**config.mk**
```make
export PLATFORM = sky130hd
export DESIGN_NAME = alu_flagged
export DESIGN_NICKNAME = d
export VERILOG_FILES = /design/src/rtl/alu_flagged_pkg.sv /design/src/rtl/alu_shifter.sv /design/src/rtl/alu_flag_reg.sv /design/src/rtl/alu_flagged.sv
export SDC_FILE = /design/constraint.sdc
export NUM_CORES = 1
export LEC_CHECK = 0
export BUFFER_PORTS_ARGS = -buffer_cell sky130_fd_sc_hd__buf_2
export CAP_MARGIN = 20
export CORE_MARGIN = 3
export CORE_UTILIZATION = 42
export CTS_BUF_LIST = sky130_fd_sc_hd__clkbuf_4 sky130_fd_sc_hd__clkbuf_8
export DETAILED_ROUTE_END_ITERATION = 6
export PLACE_DENSITY = 0.6
export SYNTH_ARGS = -nofsm -noshare
export SYNTH_HDL_FRONTEND = slang
export SYNTH_SLANG_ARGS = --single-unit
export TNS_END_PERCENT = 1
```
**constraint.sdc**
```tcl
create_clock -name clk_i -period 9.7 [get_ports clk_i]
set_input_delay 0.485 -clock clk_i [delete_from_list [all_inputs] [get_ports clk_i]]
set_output_delay 0.485 -clock clk_i [all_outputs]
set_load 0.03 [all_outputs]
```
**src/rtl/alu_flagged_pkg.sv**
```systemverilog
package alu_flagged_pkg;
  localparam int unsigned DW = 16;
  localparam int unsigned OPW = 4;

  typedef enum logic [OPW-1:0] {
    OP_ADD0 = 4'd0, OP_ADD1 = 4'd1, OP_SUB0 = 4'd2, OP_SUB1 = 4'd3,
    OP_AND  = 4'd4, OP_SHL  = 4'd5, OP_SRA  = 4'd6, OP_OR   = 4'd7,
    OP_NOT  = 4'd8
  } alu_op_e;

  typedef struct packed {
    logic zero;
    logic neg;
  } flags_t;
endpackage

```
**src/rtl/alu_shifter.sv**
```systemverilog
module alu_shifter #(
  parameter int unsigned W = 16,
  localparam int unsigned SW = $clog2(W)
) (
  input  logic [W-1:0]  val_i,
  input  logic [SW-1:0] amt_i,
  input  logic          right_i,
  output logic [W-1:0]  out_o
);
  // log-depth barrel; right shifts replicate the sign bit
  logic [W-1:0] stage [SW+1];
  assign stage[0] = val_i;

  for (genvar s = 0; s < SW; s++) begin : g_stage
    localparam int unsigned D = 1 << s;
    always_comb begin
      if (!amt_i[s])
        stage[s+1] = stage[s];
      else if (right_i)
        stage[s+1] = {{D{val_i[W-1]}}, stage[s][W-1:D]};
      else
        stage[s+1] = {stage[s][W-1-D:0], {D{1'b0}}};
    end
  end

  assign out_o = stage[SW];

  always_comb begin
    if (amt_i == '0) assert_zero_shift_R4: assert (out_o == val_i);
  end
endmodule

```
**src/rtl/alu_flag_reg.sv**
```systemverilog
module alu_flag_reg
  import alu_flagged_pkg::*;
#(
  parameter int unsigned W = DW
) (
  input  logic         clk_i,
  input  logic         rst_ni,
  input  logic         en_i,
  input  logic [W-1:0] res_i,
  output flags_t       flags_o
);
  flags_t q;

  always_ff @(posedge clk_i or negedge rst_ni) begin
    if (!rst_ni)   q <= '0;
    else if (en_i) q <= '{zero: (res_i == '0), neg: res_i[W-1]};
  end

  assign flags_o = q;

  assert_hold_R8: assert property (@(posedge clk_i) disable iff (!rst_ni)
    !en_i |=> $stable(q));
  assert_zero_R6: assert property (@(posedge clk_i) disable iff (!rst_ni)
    en_i |=> (q.zero == ($past(res_i) == '0)));
  assert_neg_R7: assert property (@(posedge clk_i) disable iff (!rst_ni)
    en_i |=> (q.neg == $past(res_i[W-1])));
  assert_both_R6: assert property (@(posedge clk_i) disable iff (!rst_ni)
    en_i |=> !(q.zero && q.neg));
endmodule

```
**src/rtl/alu_flagged.sv**
```systemverilog
module alu_flagged
  import alu_flagged_pkg::*;
(
  input  logic          clk_i,
  input  logic          rst_ni,
  input  logic          valid_i,
  input  logic          setf_i,
  input  logic [OPW-1:0] op_i,
  input  logic [DW-1:0] a_i,
  input  logic [DW-1:0] b_i,
  output logic [DW-1:0] res_o,
  output logic          zero_o,
  output logic          neg_o
);
  localparam int unsigned SW = $clog2(DW);

  logic [DW-1:0] sum, dif, shl, sra;
  flags_t        flags;

  assign sum = a_i + b_i;
  assign dif = a_i - b_i;

  alu_shifter #(.W(DW)) u_shl (.val_i(a_i), .amt_i(b_i[SW-1:0]), .right_i(1'b0), .out_o(shl));
  alu_shifter #(.W(DW)) u_sra (.val_i(a_i), .amt_i(b_i[SW-1:0]), .right_i(1'b1), .out_o(sra));

  always_comb begin
    unique case (op_i)
      OP_ADD0, OP_ADD1: res_o = sum;
      OP_SUB0, OP_SUB1: res_o = dif;
      OP_AND:           res_o = a_i & b_i;
      OP_SHL:           res_o = shl;
      OP_SRA:           res_o = sra;
      OP_OR:            res_o = a_i | b_i;
      OP_NOT:           res_o = ~b_i;
      default:          res_o = b_i;
    endcase
  end

  alu_flag_reg #(.W(DW)) u_flags (
    .clk_i(clk_i), .rst_ni(rst_ni), .en_i(valid_i && setf_i),
    .res_i(res_o), .flags_o(flags)
  );

  assign zero_o = flags.zero;
  assign neg_o  = flags.neg;

  always_comb begin
    if (op_i > 4'd8) assert_pass_R5: assert (res_o == b_i);
  end
  assert_rst_R9: assert property (@(posedge clk_i) !rst_ni |-> (!zero_o && !neg_o));
endmodule

```
==> results of run 1 <==
[cells in the mapped netlist (all sizes together), types with 5 or more instances]
master	instances
nor2	81
o21ai	29
a31oi	6
xor2	7
a211oi	14
o22ai	8
nor4	7
o31ai	6
xnor2	15
o221ai	6
a21o	6
nor3	10
buf	21
ha	19
nand2b	5
mux4	7
and3	6
mux2i	33
inv	12
o211ai	9
clkbuf	22
o21a	5
mux2	10
and2	6
nand3	7
a21oi	41
nand2	55
[per-layer routing]
layer / global-route usage (%) / up-vias
met1: 39.0 / 1978
met2: 46.0 / 214
met3: 3.29 / 31
li1: - / 2013
met5: 0 / -
met4: 9.37 / 0
[worst max path at each step]
stage,startpoint,end,slack (ps),cells past startpoint
2_1_floorplan,op_i[3],u_flags.flags_o[1]$_DFFE_PN0P_,4960,17
3_3_place_gp,b_i[1],u_flags.flags_o[1]$_DFFE_PN0P_,4750,16
3_5_place_dp,op_i[3],u_flags.flags_o[1]$_DFFE_PN0P_,4650,14
4_1_cts,op_i[3],u_flags.flags_o[1]$_DFFE_PN0P_,4870,14
5_1_grt,op_i[3],u_flags.flags_o[1]$_DFFE_PN0P_,4550,14
6_report,op_i[3],u_flags.flags_o[1]$_DFFE_PN0P_,4820,14
[stage by stage]
step | hold slack [ps] | area, µm²
final | 54.4 | 3790
after global routing | 45.8 | 3790
after CTS | 53.6 | 3780
after detailed placement | 271 | 3740
after global placement | 273 | 3740
after floorplan | 189 | 3540
[worst max-delay path, delay by kind of cell]
| family | cells | cell delay, ps |
|---|---|---|
| adder cells (fa/ha/maj) | 1 | 280 |
| buffers and inverters | 1 | 230 |
| AO/OA/AOI/OAI | 6 | 1800 |
| AND/OR/NAND/NOR | 5 | 1980 |
| XOR/XNOR | 1 | 220 |
[power groups by stage]
stage,registers (mW),logic [mW],clock network (mW)
4_1_cts,0.00966,0.255,0.0324
3_3_place_gp,0.00960,0.252,0
3_5_place_dp,0.00974,0.254,0
6_report,0.00965,0.260,0.0320
2_1_floorplan,0.0112,0.185,0
5_1_grt,0.00979,0.282,0.0349
[cells by family after synthesis]
family                     after synthesis  synth area share (%)
and+or+nand+nor                        205                  27.8
AOI/OAI and AO/OA                      168                  33.1
DFF                                      2                  1.42
xor gates and xnor gates                22                  5.45
muxes                                   50                  17.2
buffers and inverters                   55                  7.75
adders and majority gates               20                  7.29
[cell type report]
type	count	area, µm²
clock buffer	3	41.3
fill	842	4140
inverter	12	45.0
multi-input combinational	465	3210
sequential	2	50.0
tap	102	128
timing repair buffer	61	315
==> results.toml, run 1 <==
[status]
status = "completed"

[global_route]
antenna_found_initial = 0
grt.total_usage_pct = 28.3
grt_start_max_net_pins = 40
grt_pass1_wl_um = 22100
grt_overflow = 0
grt_pass1_vias = 4115

[clocking]
numClockSinks = 2
cts_tree = "yes"
hold_buffers = 0
cts_max_path_buffers = 2
cts_resized = 0
clk_pin_slew_worst_paths_ps = 30
cts_made_buffers = 3
worstSkewPairLatency_ps = 210
cts_setup_buffers = 0
root_buffer = "clkbuf_8"
htreeDepth = 1

[worst_setup_path]
worstReg2RegStart = "u_flags.flags_o[0]$_DFFE_PN0P_"
crit_slowest_cell = "a2111oi_0"
max_stage_delay_ps = 610
path_class = "in2reg"
reg2regPathDepth = 2
required_ps = 9810
path_max_fanout = 24
start_kind = "primary input"
crit_path_cell_trace = "buf_2 -> nor2_1 -> nand2_1 -> a21oi_1 -> ha_1 -> nor2b_1 -> o2111a_1 -> a2111oi_0 -> o21ai_0 -> xnor2_1 -> o21ai_0 -> or4_1 -> or4_1 -> o31ai_2"
r2r_setup_slack_ps = 9030
endpoint_kind = "flip-flop"
rr_endpoint = "u_flags.flags_o[0]$_DFFE_PN0P_"
arrival_ps = 4990

[sta]
hold_viol_final = 0
fmax_mhz = 205
final_max_slew_viol_count = 0
skew_ps = 0
fin_ws_ps = 4820
finalSetupTns_ps = 0
grt_setup_unrepaired = "no"
fin_crit_sh_pct = 50.3
max_slew_margin_pct = 44.3
worstMarginPinSlew_ps = 834
post-route-min-period_ps = 4880
finalSetupViolations = 0

[detailed_routing]
wl_per_cell_um = 21.7
drc = 0
antenna_left = 0
wl_um = 14000
wl_met2_um = 6250
routed.top_layer = "met4"
dr.first_iter.drc_count = 470
drt_pass1_iterations = 6
met3WireLength_um = 1240
dr_total_vias = 4236
vias_per_cell = 6.57
wl_met1_um = 5980

[place]
preCtsSetupSlack_ps = 4650
dpl.cell_count = 641
place.gp.congestion = 0.982
portBuffers = 57
hpwl_um = 11100

[cells_and_area]
antenna_cells = 0
largest_reg_flops = 2
drive_above_1_share_pct = 17.1
layout_common_cells = "80 x nor2_1, 57 x buf_2, 55 x nand2_1"
final_common_cell = "nor2_1"
area_delta_synth_final_pct = 7.22
fin_nets = 605
fin_util_pct = 47.8
stdcell_count = 645

[floorplanning]
rows = 32
die_h_um = 97.8
fp.dieW_um = 97.8
io_pins = 58
initial_utilization_pct = 44.6
coreArea_um2 = 7930
dieArea_um2 = 9560

[synthesis]
synth_cells = 522
synth_top_area_share_pct = 9.34
synth_top_area_cell = "mux2i_1"
ys_ff_latch = 2
yosysSeqAreaShare_pct = 1.42
syn_avg_cell_area_um2 = 6.77
ys.flop_type = "dfrtp_1"
synth_area_um2 = 3540
yosysWarnings = 0
synthTopCellsByArea = "mux2i_1 9.3%, nor2_1 8.5%, ha_1 6.7%, nand2_1 5.8%, a21oi_1 5.8%"
yosys.cell_types.count = 82
async_reset_ff_share_pct = 100
synth_edf_count = 0
synth.net_count = 582

[power_and_ir_drop]
powerDensity_nw_per_um2 = 79.7
p_clk_share_pct = 10.6
p_seq_share_pct = 3.2
switching_share_pct = 57.2
p_leak_nw = 1.57
pwr-share-comb_pct = 86.2
vdd_drop_max_mv = 0.0397
p_int_mw = 0.129
power_mw = 0.302
switchingPower_mw = 0.173

[job]
drv_cap = 0

[hold_path]
min_path_type = "in2async"
Note: power is estimated with default switching activity, not from simulation.
==> run 2: changes to the inputs <==
--- a/config.mk
+++ b/config.mk
@@ -5,6 +5,7 @@
 export SDC_FILE = /design/constraint.sdc
 export NUM_CORES = 1
 export LEC_CHECK = 0
+export ABC_AREA = 1
 export BUFFER_PORTS_ARGS = -buffer_cell sky130_fd_sc_hd__buf_2
 export CAP_MARGIN = 20
 export CORE_MARGIN = 3
==> constraint.sdc (replaced) <==
create_clock -name clk_i -period 4.8 [get_ports clk_i]
set_input_delay 0.24 -clock clk_i [delete_from_list [all_inputs] [get_ports clk_i]]
set_output_delay 0.24 -clock clk_i [all_outputs]
set_load 0.03 [all_outputs]
==> run 2 against run 1 <==
  * Global-route usage is 0.52 points higher
  * Synthesized area is 3.1% higher
  * Register-to-register slack got worse by 4900 ps
  * Sequential power is 99% higher
  * Routed wire length grew 3.7%
  * Clock power grew 100%
  * Clock skew unchanged
  * Cell count is 38% higher
  * Clock-buffer cell count unchanged
  * First-iteration DRC count decreased by 15%
==> results.toml, run 2 <==
[synthesis]
ys.flop_type = "dfrtp_1"
synth_top_family_by_area = "simple AND/OR/NAND/NOR gates"
synthTopCellsByArea = "nand2_1 29%, nand3_1 19%, inv_1 7.6%, nor2_1 6.7%, ha_1 6.5%"
synth_simple_gate_area_share_pct = 65.7
synth_top_area_share_pct = 29.1
synth_xor_area_share_pct = 3.12
yosysSeqAreaShare_pct = 1.37
syn_avg_cell_area_um2 = 4.87
synthAdderAreaFrac_pct = 7.07
synth_cells = 749
async_reset_ff_share_pct = 100
yosys.cell_count.top_type = "nand2_1"
synth_compound_area_share_pct = 10.4
synth_top_area_cell = "nand2_1"
ys_ff_latch = 2
synthMuxAreaShare_pct = 0
yosysWarnings = 0
synth_area_um2 = 3650
synth_edf_count = 0
synth.net_count = 809
synth_commonest_cells = "283 x nand2_1, 138 x nand3_1, 74 x inv_1, 65 x nor2_1"
yosys.cell_types.count = 36

[floorplanning]
coreArea_um2 = 8340
rows = 33
io_pins = 58
initial_utilization_pct = 43.7
dieArea_um2 = 9830
die_h_um = 99.2
fp.dieW_um = 99.2

[clocking]
cts_resized = 0
worstSkewPairLatency_ps = 200
cts_setup_buffers = 0
cts_tree = "yes"
cts_made_buffers = 3
root_buffer = "clkbuf_8"
numClockSinks = 2
clk_pin_slew_worst_paths_ps = 30
hold_buffers = 1
cts_max_path_buffers = 2
htreeDepth = 1

[global_route]
antenna_found_initial = 0
grt_start_max_net_pins = 41
grt.total_usage_pct = 28.8
grt_pass1_vias = 4471
grt_overflow = 0
grt_pass1_wl_um = 23000

[sta]
skew_ps = 0
finalSetupTns_ps = 0
whs_ps = 331
fmax_mhz = 255
finalSetupViolations = 0
grt_setup_unrepaired = "no"
hold_viol_final = 0
fin_crit_sh_pct = 81.5
post-route-min-period_ps = 3910
final_max_slew_viol_count = 0
fin_ws_ps = 886
max_slew_margin_pct = 60.1
worstMarginPinSlew_ps = 599

[power_and_ir_drop]
p_int_mw = 0.225
switching_share_pct = 61.3
p_clk_share_pct = 11.0
p_leak_nw = 2.29
power_mw = 0.582
switchingPower_mw = 0.357
powerDensity_nw_per_um2 = 146
pwr-share-comb_pct = 85.7
vdd_drop_max_mv = 0.0778
p_seq_share_pct = 3.3

[cells_and_area]
final_area_um2 = 3990
fin_util_pct = 47.8
final_common_cell = "nand2_1"
nFillCells = 992
multi_input_area_um2 = 3150
fin_nets = 850
ff_latch_area_um2 = 50.0
largest_reg_flops = 2
drive_above_1_share_pct = 13.7
layout_common_cells = "283 x nand2_1, 138 x nand3_1, 74 x inv_1"
stdcell_count = 893
antenna_cells = 0
area_delta_synth_final_pct = 9.44

[place]
hpwl_um = 11800
portBuffers = 57
preCtsSetupSlack_ps = 985
dpl.cell_count = 889
postPlaceCellArea_um2 = 3940
place.gp.congestion = 0.988

[worst_setup_path]
crit_path_cell_trace = "buf_2 -> inv_4 -> ha_1 -> inv_1 -> nor3_1 -> nand3_1 -> nor2_1 -> nand3_1 -> o31ai_1 -> xor2_1 -> ha_1 -> nand2_1 -> nor2_1 -> inv_1 -> nor3_1 -> a21oi_1 -> nand2_1 -> nand3_1 -> a21boi_1 -> buf_2"
crit_top_cell = "nand3_1"
max_stage_delay_ps = 370
crit_slowest_cell = "ha_1"
path_class = "in2out"
r2r_setup_slack_ps = 4180
worstReg2RegStart = "u_flags.flags_o[1]$_DFFE_PN0P_"
required_ps = 4560
path_max_fanout = 21
endpoint_kind = "output port"
reg2regPathDepth = 2
rr_endpoint = "u_flags.flags_o[1]$_DFFE_PN0P_"
start_kind = "primary input"
arrival_ps = 3670

[status]
status = "completed"

[detailed_routing]
antenna_left = 0
vias_per_cell = 5.52
wl_um = 14500
dr.first_iter.drc_count = 398
drc = 0
dr_total_vias = 4926
drt_pass1_iterations = 5
wl_per_cell_um = 16.2

[job]
drv_cap = 0

[hold_path]
worstHoldPathCells = 4
min_path_type = "in2reg"
hold_start = "setf_i"
min_to = "u_flags.flags_o[0]$_DFFE_PN0P_"
## run 2: changes by cell type after synthesis, sizes merged, moves of 8 or more
cell	change
a21oi	-17
clkbuf	-13
o22ai	-8
mux2	-10
xnor2	-15
nand3	+133
nand2	+242
inv	+68
mux2i	-33
a211oi	-14
## run 2: cells by family (layout without fill, tap and decap cells)
| logic type | Yosys count | after routing |
|---|---|---|
| buffers and inverters | 105 | 144 |
| AOI/OAI and AO/OA | 66 | 66 |
| xor gates and xnor gates | 13 | 13 |
| DFF | 2 | 2 |
| adders and majority gates | 20 | 20 |
| and+or+nand+nor | 543 | 543 |
## run 2: critical path: cells and delay by family
family | cells | cell delay (ps)
and+or+nand+nor | 9 | 1250
buffers and inverters | 5 | 840
AOI/OAI and AO/OA | 3 | 640
adders and majority gates | 2 | 560
xor gates and xnor gates | 1 | 130
## run 2: power by group through the flow
stage	Combinational, mW	Sequential (mW)	Clock, mW
2_1_floorplan	0.350	0.0219	0
3_3_place_gp	0.487	0.0192	0
3_5_place_dp	0.489	0.0193	0
4_1_cts	0.491	0.0191	0.0649
5_1_grt	0.555	0.0193	0.0703
6_report	0.499	0.0192	0.0640
## run 2: layer usage
layer,track usage (%),part of all wire [%]
met5,0,0
met4,10.1,3.4
met3,1.68,5.6
met2,48.1,47
met1,39.3,44
## run 2: worst max path at each step
stage	slack, ps	from	end	depth (start not counted)
final	890	b_i[0]	res_o[15]	20
after global routing	510	b_i[0]	res_o[15]	20
after detailed placement	990	b_i[0]	res_o[15]	20
after CTS	970	b_i[0]	res_o[15]	20
after global placement	1060	b_i[0]	res_o[15]	20
after floorplan	1330	b_i[1]	u_flags.flags_o[1]$_DFFE_PN0P_	21
## run 2: area by class of cell
| type | instances | share of cell area [%] |
|---|---|---|
| Multi-Input combinational cell | 642 | 78.9 |
| Tap cell | 105 | 3.29 |
| Inverter | 80 | 7.59 |
| Sequential cell | 2 | 1.25 |
| Timing Repair Buffer | 61 | 7.96 |
| Clock buffer | 3 | 1.03 |
==> run 3: changes to the inputs <==
==> constraint.sdc (replaced) <==
create_clock -name clk_i -period 4 [get_ports clk_i]
set_input_delay 0.2 -clock clk_i [delete_from_list [all_inputs] [get_ports clk_i]]
set_output_delay 0.2 -clock clk_i [all_outputs]
set_load 0.03 [all_outputs]
==> run 3 against run 2 <==
  * Non-clock buffer count up 3
  * Sequential cell count unchanged
  * Global-route usage decreased by 0.84 points
  * Via count shrank 0.30%
  * Core utilization increased by 0.33 points
  * Worst hold slack got worse by 43 ps
  * Total power increased by 21%
  * Sequential power increased by 19%
  * Combinational power grew 20%
  * Register-to-register slack got worse by 810 ps
  * Critical path depth increased by 2
  * Cell count up 0.34%
==> results.toml, run 3 (synthesis gave the netlist of run 2 again) <==
[sta]
skew_ps = 0
post-route-min-period_ps = 3570
final_max_slew_viol_count = 0
fin_crit_sh_pct = 89.3
grt_setup_unrepaired = "no"
fmax_mhz = 280
max_slew_margin_pct = 62.7
finalSetupViolations = 0
finalSetupTns_ps = 0
worstMarginPinSlew_ps = 558
hold_viol_final = 0

[place]
dpl.cell_count = 892
place.gp.congestion = 0.958
portBuffers = 57
hpwl_um = 11800

[worst_setup_path]
endpoint_kind = "output port"
arrival_ps = 3370
r2r_setup_slack_ps = 3370
crit_path_cell_trace = "buf_2 -> inv_4 -> ha_1 -> inv_1 -> nor3_1 -> nand3_1 -> nor2_1 -> nand3_1 -> nand2_1 -> xor2_1 -> inv_1 -> ha_1 -> nand2_1 -> inv_1 -> nand2_1 -> and2_1 -> o21ai_0 -> a21oi_1 -> nand2_1 -> nand3_1 -> a21boi_1 -> buf_2"
path_max_fanout = 19
reg2regPathDepth = 2
required_ps = 3800
crit_top_cell = "nand2_1"
crit_buf_inv = 6
start_kind = "primary input"
cp_top_family = "simple AND/OR/NAND/NOR gates"
worstReg2RegStart = "u_flags.flags_o[1]$_DFFE_PN0P_"
path_class = "in2out"
rr_endpoint = "u_flags.flags_o[1]$_DFFE_PN0P_"
cp.depth = 22
crit_slowest_cell = "ha_1"
max_stage_delay_ps = 350

[clocking]
cts_setup_buffers = 0
cts_made_buffers = 3
clk_pin_slew_worst_paths_ps = 30
htreeDepth = 1
cts_tree = "yes"
cts_max_path_buffers = 2
numClockSinks = 2
worstSkewPairLatency_ps = 210
root_buffer = "clkbuf_8"

[power_and_ir_drop]
pwr-share-comb_pct = 85.4
p_int_mw = 0.272
powerDensity_nw_per_um2 = 175
p_leak_nw = 2.31
switching_share_pct = 61.3
vdd_drop_max_mv = 0.0699
switchingPower_mw = 0.431
p_clk_share_pct = 11.3
p_seq_share_pct = 3.3

[cells_and_area]
fin_nets = 853
antenna_cells = 0
multi_input_area_um2 = 3150
area_delta_synth_final_pct = 10.2
nFillCells = 985
drive_above_1_share_pct = 14.2
ff_latch_area_um2 = 50.0
final_common_cell = "nand2_1"
stdcell_count = 896
layout_common_cells = "283 x nand2_1, 138 x nand3_1, 74 x inv_1"
largest_reg_flops = 2

[global_route]
grt_start_max_net_pins = 41
grt_pass1_vias = 4510
grt.total_usage_pct = 28.0
grt_pass1_wl_um = 22400
antenna_found_initial = 0
grt_overflow = 0

[detailed_routing]
drc = 0
wl_per_cell_um = 15.8
antenna_left = 0
dr.first_iter.drc_count = 320
wl_um = 14200
drt_pass1_iterations = 5
dr_total_vias = 4911
vias_per_cell = 5.48

[floorplanning]
io_pins = 58
rows = 33
coreArea_um2 = 8340
die_h_um = 99.2
fp.dieW_um = 99.2
initial_utilization_pct = 43.7
dieArea_um2 = 9830

[status]
status = "completed"

[hold_path]
worstHoldPathCells = 4
min_to = "u_flags.flags_o[0]$_DFFE_PN0P_"
hold_start = "setf_i"
min_path_type = "in2reg"

[job]
drv_cap = 0
run 3: layer usage:
layer / global-route usage (%) / vias up / routed length, µm
met2: 49.0 / 183 / 6870
met1: 37.0 / 2184 / 6220
met3: 1.40 / 30 / 701
met4: 8.40 / 0 / 378
li1: - / 2514 / -
met5: 0 / - / 0
run 3: tightest hold or removal path: cells and delay by family:
| kind | cells | cell delay, ps |
|---|---|---|
| AND/OR/NAND/NOR | 3 | 170 |
| buffers and inverters | 1 | 80 |
run 3: power groups by stage:
stage          Combinational (mW)  Sequential, mW  Clock, mW
2_1_floorplan               0.420          0.0263          0
3_3_place_gp                0.585          0.0229          0
3_5_place_dp                0.589          0.0230          0
4_1_cts                     0.592          0.0229     0.0809
5_1_grt                     0.667          0.0229     0.0846
6_report                    0.601          0.0229     0.0795
run 3: layout make-up:
type	count	area share [%]
Timing Repair Buffer	64	8.47
Sequential cell	2	1.25
Inverter	80	7.54
Clock buffer	3	1.03
Multi-Input combinational cell	642	78.4
Tap cell	105	3.27
run 3: repair_timing:
action	CTS	global route
hold endpoints to repair	2	0
hold buffers	1	0
resized for setup	0	1
setup endpoints to repair	0	1
run 3: worst max path at each step:
stage                                                 to  startpoint
after floorplan           u_flags.flags_o[1]$_DFFE_PN0P_      b_i[1]
after detailed placement                       res_o[15]      b_i[0]
after CTS                                      res_o[15]      b_i[0]
after global placement                         res_o[15]      b_i[0]
final                                          res_o[15]      b_i[0]
after global routing                           res_o[15]      b_i[0]
run 3: metrics by stage:
step	worst slack [ps]	utilization [%]	total power [mW]	hold WS [ps]	instance area, µm²
2_1_floorplan	569	-	0.446	-95.6	3650
3_3_place_gp	527	47.5	0.608	-11.7	3960
3_5_place_dp	460	47.5	0.612	-8.99	3960
4_1_cts	428	48.1	0.696	287	4010
5_1_grt	30.2	48.2	0.775	328	4020
6_report	427	48.2	0.703	289	4020
